--- config.mk ---
export PLATFORM = sky130hd
export DESIGN_NAME = fir_coef_addr_gen
export DESIGN_NICKNAME = d
export VERILOG_FILES = /design/src/rtl/fir_bank_pkg.sv /design/src/rtl/fir_swap_req.sv /design/src/rtl/fir_bank_fsm.sv /design/src/rtl/fir_addr_map.sv /design/src/rtl/fir_coef_addr_gen.sv
export SDC_FILE = /design/constraint.sdc
export NUM_CORES = 1
export LEC_CHECK = 0
export ABC_AREA = 0
export BUFFER_PORTS_ARGS = -buffer_cell sky130_fd_sc_hd__buf_4
export CORE_UTILIZATION = 50
export CTS_BUF_LIST = sky130_fd_sc_hd__clkbuf_2
export CTS_CLUSTER_SIZE = 24
export DETAILED_ROUTE_END_ITERATION = 10
export GPL_ROUTABILITY_DRIVEN = 0
export PLACE_DENSITY = 0.74
export SLEW_MARGIN = 0
export SYNTH_ARGS = -nofsm -noshare
export SYNTH_HDL_FRONTEND = slang
export SYNTH_HIERARCHICAL = 1
export SYNTH_SLANG_ARGS = --single-unit
--- constraint.sdc ---
create_clock -name clk -period 6.35 [get_ports clk]
set_input_delay 0.635 -clock clk [delete_from_list [all_inputs] [get_ports clk]]
set_output_delay 0.635 -clock clk [all_outputs]
set_load 0.02 [all_outputs]
--- src/rtl/fir_bank_pkg.sv ---
`timescale 1ns/1ps
package fir_bank_pkg;

    typedef enum logic [1:0] {
        ST_LOW       = 2'b00,
        ST_LOW_PEND  = 2'b01,
        ST_HIGH      = 2'b10,
        ST_HIGH_PEND = 2'b11
    } bank_state_e;

    typedef enum logic [1:0] {
        LEN_FULL    = 2'd0,
        LEN_HALF    = 2'd1,
        LEN_QUARTER = 2'd2,
        LEN_EIGHTH  = 2'd3
    } len_code_e;

endpackage

--- src/rtl/fir_swap_req.sv ---
`timescale 1ns/1ps
module fir_swap_req (
    input  logic       swap_from_reg,
    input  logic       swap_pin,
    input  logic       swap_reg,
    input  logic [1:0] len_sel,
    output logic       swap_ok,
    output logic       req_upper
);
    import fir_bank_pkg::*;

    logic raw_req;

    always_comb begin
        raw_req   = swap_from_reg ? swap_reg : swap_pin;
        swap_ok   = (len_code_e'(len_sel) != LEN_FULL);
        req_upper = raw_req & swap_ok;
    end

endmodule

--- src/rtl/fir_bank_fsm.sv ---
`timescale 1ns/1ps
module fir_bank_fsm (
    input  logic clk,
    input  logic rst_n,
    input  logic sample_stb,
    input  logic req_upper,
    output logic bank_upper
);
    import fir_bank_pkg::*;

    bank_state_e state, nxt;

    always_ff @(posedge clk) begin
        if (!rst_n) state <= ST_LOW;
        else        state <= nxt;
    end

    always_comb begin
        nxt = state;
        unique case (state)
            ST_LOW: begin
                if (sample_stb)     nxt = req_upper ? ST_HIGH : ST_LOW;
                else if (req_upper) nxt = ST_LOW_PEND;
            end
            ST_LOW_PEND: begin
                if (sample_stb)     nxt = req_upper ? ST_HIGH : ST_LOW;
                else if (!req_upper) nxt = ST_LOW;
            end
            ST_HIGH: begin
                if (sample_stb)     nxt = req_upper ? ST_HIGH : ST_LOW;
                else if (!req_upper) nxt = ST_HIGH_PEND;
            end
            ST_HIGH_PEND: begin
                if (sample_stb)     nxt = req_upper ? ST_HIGH : ST_LOW;
                else if (req_upper) nxt = ST_HIGH;
            end
        endcase
    end

    always_comb begin
        unique case (state)
            ST_LOW, ST_LOW_PEND:   bank_upper = 1'b0;
            ST_HIGH, ST_HIGH_PEND: bank_upper = 1'b1;
        endcase
    end

    p_hold_between_r8: assert property (@(posedge clk) disable iff (!rst_n)
        !sample_stb |=> $stable(bank_upper));

    p_commit_r7: assert property (@(posedge clk) disable iff (!rst_n)
        sample_stb |=> (bank_upper == $past(req_upper)));

endmodule

--- src/rtl/fir_addr_map.sv ---
`timescale 1ns/1ps
module fir_addr_map #(
    parameter int ADDR_W = 7
) (
    input  logic              dual_mode,
    input  logic [1:0]        len_sel,
    input  logic              swap_ok,
    input  logic              bank_upper,
    input  logic              filt_b,
    input  logic [ADDR_W-1:0] tap_idx,
    output logic [ADDR_W-1:0] coef_addr
);
    import fir_bank_pkg::*;

    localparam int AW1 = ADDR_W + 1;
    localparam logic [AW1-1:0] FULL = AW1'(1) << ADDR_W;

    logic [2:0]     shamt;
    logic [AW1-1:0] n_words, n_twice, mask, offset, base, sum;
    logic           eighth;

    always_comb begin
        shamt   = {1'b0, len_sel} + {2'b00, dual_mode};
        n_words = FULL >> shamt;
        n_twice = n_words << 1;
        mask    = n_words - AW1'(1);
        offset  = {1'b0, tap_idx} & mask;
        eighth  = dual_mode && (len_code_e'(len_sel) == LEN_EIGHTH);
        base    = '0;
        if (!dual_mode) begin
            if (swap_ok && bank_upper) base = n_words;
        end else if (eighth) begin
            if (bank_upper) base = base + n_twice;
            if (filt_b)     base = base + n_words;
        end else if (swap_ok) begin
            if (filt_b)     base = base + n_twice;
            if (bank_upper) base = base + n_words;
        end else begin
            if (filt_b)     base = n_words;
        end
        sum       = base + offset;
        coef_addr = sum[ADDR_W-1:0];
    end

endmodule

--- src/rtl/fir_coef_addr_gen.sv ---
`timescale 1ns/1ps
module fir_coef_addr_gen #(
    parameter int ADDR_W = 7
) (
    input  logic              clk,
    input  logic              rst_n,
    input  logic              dual_mode,
    input  logic [1:0]        len_sel,
    input  logic              swap_from_reg,
    input  logic              swap_pin,
    input  logic              swap_reg,
    input  logic              sample_stb,
    input  logic              filt_b,
    input  logic [ADDR_W-1:0] tap_idx,
    output logic [ADDR_W-1:0] coef_addr
);
    localparam int AW1 = ADDR_W + 1;
    localparam logic [AW1-1:0] FULL = AW1'(1) << ADDR_W;

    logic swap_ok, req_upper, bank_upper;

    fir_swap_req u_req (
        .swap_from_reg (swap_from_reg),
        .swap_pin      (swap_pin),
        .swap_reg      (swap_reg),
        .len_sel       (len_sel),
        .swap_ok       (swap_ok),
        .req_upper     (req_upper)
    );

    fir_bank_fsm u_fsm (
        .clk        (clk),
        .rst_n      (rst_n),
        .sample_stb (sample_stb),
        .req_upper  (req_upper),
        .bank_upper (bank_upper)
    );

    fir_addr_map #(.ADDR_W(ADDR_W)) u_map (
        .dual_mode  (dual_mode),
        .len_sel    (len_sel),
        .swap_ok    (swap_ok),
        .bank_upper (bank_upper),
        .filt_b     (filt_b),
        .tap_idx    (tap_idx),
        .coef_addr  (coef_addr)
    );

    logic [AW1-1:0] span;
    always_comb span = (len_sel == 2'd0) ? FULL : (FULL >> (len_sel - 2'd1));

    p_in_range_r9: assert property (@(posedge clk) disable iff (!rst_n)
        ({1'b0, coef_addr} < span));

    p_filter_split_r5: assert property (@(posedge clk) disable iff (!rst_n)
        (dual_mode && len_sel != 2'd3) |->
            (filt_b == ({1'b0, coef_addr} >= (span >> 1))));

    p_dual8_fields_r6: assert property (@(posedge clk) disable iff (!rst_n)
        (dual_mode && len_sel == 2'd3) |->
            (coef_addr[3] == filt_b && coef_addr[4] == bank_upper));

endmodule

### Word level (Yosys, flattened, before mapping)

Index checks and enable logic that the tools add are counted.
W data, S select, Z words.

| cells by class | value |
|---|---|
| add/subtract/negate cells | 5 |
| multiply operators | 0 |
| div/mod/pow operators | 0 |
| $lt $le $gt $ge | 0 |
| equal/unequal tests | 8 |
| shift operators | 1 |
| multiplexer cells | 26 |
| bitwise logic cells | 2 |
| reductions and logical operators | 7 |

Operators by type and width:

| cell | count |
|---|---|
| $mux W7 | 14 |
| $add A7 B7 Y7 | 3 |
| $mux W2 | 9 |
| $pmux W2 S4 | 1 |
| $shr A8 B3 Y7 const A | 1 |
| $and A7 B7 Y7 | 1 |
| $sub A7 B1 Y7 const B | 1 |
| $eq A2 B2 Y1 const B | 3 |
| $ne A3 B2 Y1 const B | 2 |
| $ne A3 B3 Y1 const B | 2 |
| $reduce_and A4 Y1 | 1 |
| $reduce_or A2 Y1 | 2 |
| $add A2 B1 Y3 | 1 |
| $eq A2 B1 Y1 const B | 1 |
| $logic_and A1 B1 Y1 | 2 |
| $logic_not A2 Y1 | 1 |
| $pmux W1 S2 | 1 |
| $reduce_bool A2 Y1 | 1 |
| $and A1 B1 Y1 | 1 |
| $mux W1 | 1 |

| word-level totals | value |
|---|---|
| flip-flop bits (word level) | 2 |
| latch bits | 0 |
| memory bits (writable) | 0 |
| memory bits (read-only) | 0 |
| output and inout port bits | 7 |
| logic and storage cells | 50 |
| memories | 0 |

### Depth between registers and ports, before layout

Gate-level depths: netlist (run 1).

| depth | value |
|---|---|
| depth after elaboration | 12 |
| depth in mapped cells | 20 |

### Hierarchy

Netlist (run 1), hierarchy kept.

Modules (own cells, without submodules):

| module | instances | cells each | area each (um^2) |
|---|---|---|---|
| fir_addr_map | 1 | 187 | 1248.7 |
| fir_bank_fsm | 1 | 4 | 40.0 |
| fir_swap_req | 1 | 4 | 21.3 |

### Worst setup path after synthesis (run 1)

Ideal clock, no wire load.

| timing | value |
|---|---|
| kind | input port to output port |
| from | input port dual_mode |
| to | output port coef_addr[6] |
| arrival time | 4.251 ns |
| required time | 5.715 ns |
| setup slack | 1.464 ns |
| stages on the path | 18 |
| buffers on the path | 2 |
| cells stage by stage | ha_1 -> ha_1 -> buf_4 -> clkbuf_1 -> nor2_1 -> and2_1 -> ha_1 -> nor2b_1 -> o21a_1 -> or3_1 -> a31oi_1 -> nor2_1 -> a211o_1 -> ha_1 -> nor2_1 -> a21oi_1 -> xor2_1 -> xnor2_1 |

| on the way | value |
|---|---|
| longest elaborated chain between the ends | 12 |
| elaborated cells on any way between the ends | 22 |

Ends and longest elaborated chain:

| element | RTL line | source |
|---|---|---|
| start: declaration | fir_coef_addr_gen.sv:7 | `input logic dual_mode,` |
| $add A2 B1 Y3 | fir_addr_map.sv:23 | `shamt = {1'b0, len_sel} + {2'b00, dual_mode};` |
| $shr A8 B3 Y7 | fir_addr_map.sv:24 | `n_words = FULL >> shamt;` |
| $mux W7 | fir_addr_map.sv:36 | `if (filt_b) base = base + n_twice;` |
| $mux W7 | fir_addr_map.sv:35 | `end else if (swap_ok) begin` |
| $mux W7 | fir_addr_map.sv:32 | `end else if (eighth) begin` |
| $mux W7 | fir_addr_map.sv:30 | `if (!dual_mode) begin` |
| $add A7 B7 Y7 | fir_addr_map.sv:37 | `if (bank_upper) base = base + n_words;` |
| $mux W7 | fir_addr_map.sv:37 |  |
| $mux W7 | fir_addr_map.sv:35 |  |
| $mux W7 | fir_addr_map.sv:32 |  |
| $mux W7 | fir_addr_map.sv:30 |  |
| $add A7 B7 Y7 (*) | fir_addr_map.sv:41 | `sum = base + offset;` |
| end: declaration | fir_coef_addr_gen.sv:15 | `output logic [ADDR_W-1:0] coef_addr` |

Mark *: on every way between the ends. The rest lies on a longest branch, timed or not. The select of a mux whose other input is x is not followed.

### Worst setup path in the final report (run 1)

Same ends and word-level chain as after synthesis.

==> results of run 1 <==
critical path: stages:
cell and delay (ns):
buf_4 0.15, ha_1 0.20, ha_1 0.48, nor2_1 0.60, and2_1 0.23, ha_1 0.27, nor2b_1 0.16, o21a_1 0.17
or3_1 0.30, a31oi_1 0.18, nor2_1 0.07, a211o_1 0.24, ha_1 0.31, nor2_1 0.05, a21oi_1 0.15, xor2_1 0.20
xnor2_1 0.14, buf_4 0.16
cells by family (layout without fill, tap and decap cells):
logic type               count (synthesis)  in the layout  share of synthesized area
AND/OR/NAND/NOR                         75             75                      0.294
AO/OA/AOI/OAI                           57             57                      0.288
buffers and inverters                   26             38                     0.0783
adder cells (fa/ha/maj)                 22             22                      0.227
XOR/XNOR                                11             11                     0.0735
multiplexers                             3              3                     0.0229
flip-flops                               1              1                     0.0153
synthesized netlist by cell type, types with 3 or more instances:
cell type / number / share of area
a21oi_1: 10 / 0.038
nand3_1: 8 / 0.031
inv_1: 15 / 0.043
xnor2_1: 9 / 0.060
and2_1: 7 / 0.033
o211ai_1: 3 / 0.017
and3_1: 3 / 0.014
clkbuf_1: 8 / 0.023
mux2i_1: 3 / 0.023
nand2b_1: 3 / 0.014
nor2b_1: 7 / 0.033
fa_1: 3 / 0.046
o21a_1: 3 / 0.017
o21ai_0: 10 / 0.038
nand2_1: 16 / 0.046
a211oi_1: 5 / 0.029
a21o_1: 5 / 0.029
ha_1: 19 / 0.18
nor2_1: 21 / 0.060
o21ai_1: 6 / 0.023
per-layer routing:
metal	up-vias	global-route usage	part of all wire
met3	0	0.00287	0.042
li1	720	-	-
met2	35	0.428	0.48
met4	0	0.0175	0
met5	-	0	0
met1	660	0.367	0.47
power groups by stage:
stage          combinational, mW  clock, mW  sequential (mW)
6_report                  0.0991          0          0.00884
5_1_grt                    0.110          0          0.00906
4_1_cts                   0.0983          0          0.00873
3_5_place_dp              0.0980          0          0.00872
3_3_place_gp              0.0956          0          0.00876
2_1_floorplan             0.0707          0          0.00693
cell type report:
class,instances,area share
Multi-Input combinational cell,168,0.806
Inverter,15,0.0382
Sequential cell,1,0.0136
Timing Repair Buffer,23,0.117
Tap cell,30,0.0255
through the flow:
stage / hold slack [ns] / cells / setup WS, ns / cell area (um2) / utilization
floorplan: 0.481 / 195 / 1.46 / 1310 / -
global placement: 0.820 / 237 / 1.21 / 1470 / 0.595
detailed placement: 0.816 / 237 / 1.07 / 1470 / 0.595
CTS: 0.818 / 237 / 1.05 / 1470 / 0.595
global route: 0.869 / 237 / 0.801 / 1470 / 0.595
finish: 0.833 / 237 / 1.02 / 1470 / 0.595
worst max path at each step:
stage	start	end
2_1_floorplan	dual_mode	coef_addr[6]
3_3_place_gp	dual_mode	coef_addr[6]
3_5_place_dp	dual_mode	coef_addr[6]
4_1_cts	dual_mode	coef_addr[6]
5_1_grt	dual_mode	coef_addr[6]
6_report	dual_mode	coef_addr[6]
==> flow_summary.ini, run 1 <==
[status]
status = finished clean

[power_and_ir_drop]
p_sw_frac = 0.523
p_comb_frac = 0.918
p_sw_mw = 0.0564
vdd.ir_drop.worst_mv = 0.0741
power_density_mw_per_mm2 = 73.2
power.clock.fraction = 0
seqPwrFrac = 0.082
finalPower_mw = 0.108
intPower_mw = 0.0515
leakagePower_nw = 0.738

[global_route]
globalRouteOverflowTotal = 0
grt_pass1_vias = 1205
antenna_found_initial = 0
grt_use_total = 0.253
grt_max_degree = 21
grt_pass1_wl_mm = 5.42

[worst_hold_path]
holdPathStages = 2
holdCritPathClass = flop to flop
hold_start = u_fsm/state[1]
min_to = u_fsm/state[1]

[finish]
num-fill-cells = 239
mostFrequentLayoutCell = buf_4
multiInputGateArea_mm2 = 0.00119
top_register = u_fsm/state
largestRegisters = u_fsm/state: 1 flops
diodes = 0
nets = 248
largest_reg_flops = 1
layout-drive-gt1-share = 0.111
final_cell_mix = buf_4 (23), nor2_1 (21), ha_1 (19), nand2_1 (16), inv_1 (15)
area_growth_pct = 12.5
regArea_um2 = 20.0

[logic_synthesis]
syn_nets = 234
post_synth_inst_count = 195
synth_cell_types = 47
postSynth.asyncResetShare = 0
syn-cell-area_mm2 = 0.00131
yosys_warnings = 6
synthFlopType = dfxtp_1
synth_area_per_cell_um2 = 6.72
ys_ff_latch = 1
yosysSeqAreaShare = 0.0153
synth_edf_count = 0

[clock_tree]
post_cts_buffers = 0
clk_latency_ns = 0
cts_resized = 0
clk_pin_slew_ns = 0
cts_hold_buf = 0

[detailed_routing]
final_antenna_net_count = 0
routed_wl_mm = 3.28
drcViolationCount = 0
drt_pass1_iterations = 4
vias = 1415
vias_per_cell = 5.97
drtIter0Drc = 47
wl_per_cell_um = 13.8

[floorplanning]
die_w_um = 53.2
die_h_um = 53.2
start_util = 0.529
io_pins = 24
dieArea_mm2 = 0.00283
core_mm2 = 0.00248
rows = 18

[timing]
setup_viol = 0
fin_crit_ns = 5.33
tns_ns = 0
max_slew_margin = 0.560
tightest_slew_ns = 0.657
slew_viol_final = 0
skew_ns = 0
rsz0062_at_grt = no
max_freq_mhz = 188
hold_viol = 0
finalCritPeriodShare = 0.840

[setup_path]
worst-path-max-fanout = 19
worstPathRequired_ns = 5.71
path_class = input port to output pin
rr_startpoint = u_fsm/state[1]
startpoint_type = input port
r2r_cells = 2
end_kind = output pin
cp.arrival_ns = 4.70
r2r-end = u_fsm/state[1]
r2r_slack_ns = 5.29

[flow_run]
cap_violations = 0

[placed_design]
port_buffers = 23
place_hpwl_mm = 2.61
No activity file was read; power rests on OpenSTA's default activity.
==> run 2, diff against run 1 <==
==> constraint.sdc (replaced) <==
create_clock -name clk -period 5.2 [get_ports clk]
set_input_delay 0.52 -clock clk [delete_from_list [all_inputs] [get_ports clk]]
set_output_delay 0.52 -clock clk [all_outputs]
set_load 0.02 [all_outputs]
==> run 2 against run 1 <==
Effect of this change: clock skew stayed put; critical path type unchanged; hold slack lost 0.096 ns; global-route usage grew 0.79 points; power is 25% higher; first-iteration DRC count grew 49%; final area increased by 1.5%; wire length rose by 4.2%; flip-flop and latch count did not move; utilization is 0.91 points higher; via count up 3.3%; sequential share of layout area hardly changed; sequential power is 22% higher.
==> flow_summary.ini, run 2 (synthesis results as in run 1) <==
[setup_path]
critPathBufInv = 2
startpoint_type = input port
critical_path.cell_chain = buf_4 -> ha_1 -> ha_1 -> and3_1 -> and2_1 -> ha_1 -> fa_1 -> nand2_1 -> o311ai_1 -> o21ai_1 -> o21ai_1 -> a22o_1 -> ha_1 -> nor2b_1 -> o21a_1 -> o21ai_0 -> a21oi_1 -> xor2_1 -> xnor2_1 -> buf_4
critPathMostFrequentCell = ha_1
worst-path-max-fanout = 10
crit_family = adder cells
path_class = input port to output pin
end_kind = output pin
r2r_slack_ns = 4.14
r2r_cells = 2
rr_startpoint = u_fsm/state[1]
cpMaxStageDelayCell = fa_1
cp.arrival_ns = 4.32
slowest_delay_ns = 0.44
worstPathRequired_ns = 4.68
r2r-end = u_fsm/state[1]

[placed_design]
place_hpwl_mm = 2.74
port_buffers = 23

[floorplanning]
die_w_um = 53.2
die_h_um = 53.2
rows = 18
core_mm2 = 0.00248
dieArea_mm2 = 0.00283
io_pins = 24
start_util = 0.529

[timing]
hold_viol = 0
tightest_slew_ns = 0.649
setup_viol = 0
whs_ns = 0.737
rsz0062_at_grt = no
max_slew_margin = 0.567
fin_crit_ns = 4.84
slew_viol_final = 0
skew_ns = 0
finalCritPeriodShare = 0.931
tns_ns = 0
max_freq_mhz = 207

[worst_hold_path]
min_to = u_fsm/state[1]
hold_start = rst_n
holdCritPathClass = input port to flop
holdPathStages = 2

[power_and_ir_drop]
seqPwrFrac = 0.080
intPower_mw = 0.0645
power_density_mw_per_mm2 = 89.8
p_sw_mw = 0.0699
p_sw_frac = 0.520
p_comb_frac = 0.920
leakagePower_nw = 0.753
power.clock.fraction = 0
vdd.ir_drop.worst_mv = 0.0955

[clock_tree]
clk_pin_slew_ns = 0
cts_hold_buf = 0
cts_resized = 0
post_cts_buffers = 0
clk_latency_ns = 0

[finish]
layout-drive-gt1-share = 0.124
num-fill-cells = 255
mostFrequentLayoutCell = buf_4
nets = 251
area_growth_pct = 14.2
largestRegisters = u_fsm/state: 1 flops
largest_reg_flops = 1
top_register = u_fsm/state
diodes = 0
final_cell_mix = buf_4 (26), nor2_1 (21), ha_1 (19), nand2_1 (16), inv_1 (15)

[global_route]
grt_pass1_wl_mm = 5.52
grt_use_total = 0.260
grt_max_degree = 21
antenna_found_initial = 0
grt_pass1_vias = 1247
globalRouteOverflowTotal = 0

[detailed_routing]
drtIter0Drc = 70
drt_pass1_iterations = 4
drcViolationCount = 0
vias = 1461
vias_per_cell = 6.09
wl_per_cell_um = 14.3
routed_wl_mm = 3.42
final_antenna_net_count = 0

[status]
status = finished clean

[flow_run]
cap_violations = 0
-- run 2: changes by cell type in the layout (fill, tap and decap cells not counted) --
cell,before,now
buf_4,23,26
-- run 2: per-stage QoR --
step,cells,utilization,instance area [um2],setup WS (ns),power [mW]
after floorplan,195,-,1310,0.544,0.0948
after global placement,240,0.604,1500,0.507,0.129
after detailed placement,240,0.604,1500,0.415,0.133
after CTS,240,0.604,1500,0.411,0.133
after global routing,240,0.604,1500,0.132,0.148
final,240,0.604,1500,0.358,0.134
-- run 2: area by class of cell --
class / count / area, um2 / share of cell area
multi-input cells: 168 / 1190 / 0.793
inverters: 15 / 56.3 / 0.0376
repair buffers: 26 / 195 / 0.130
well taps: 30 / 37.5 / 0.0251
flip-flops and latches: 1 / 20.0 / 0.0134
-- run 2: worst max-delay path by stage --
stage          startpoint      endpoint  slack, ns  depth (start not counted)
2_1_floorplan   dual_mode  coef_addr[6]       0.54                         18
3_3_place_gp    dual_mode  coef_addr[6]       0.51                         18
3_5_place_dp    dual_mode  coef_addr[6]       0.41                         20
4_1_cts         dual_mode  coef_addr[6]       0.41                         20
5_1_grt         dual_mode  coef_addr[6]       0.13                         21
6_report        dual_mode  coef_addr[6]       0.36                         20
-- run 2: layer usage --
metal,part of all wire,up-vias,global-route usage
met5,0,-,0
met4,0,0,0.0219
met3,0.058,0,0.0115
met2,0.49,51,0.437
met1,0.45,680,0.376
li1,-,730,-
-- run 2: power groups by stage --
stage	sequential, mW	clock, mW	combinational, mW
floorplan	0.00847	0	0.0863
finish	0.0108	0	0.124
CTS	0.0107	0	0.122
global route	0.0112	0	0.137
global placement	0.0106	0	0.119
detailed placement	0.0107	0	0.122
-- run 2: worst reg2reg max path, cell delays in order (launching register included) --
cell and delay (ns):
dfxtp_1 0.71, mux2i_1 0.15, nor2b_1 0.13
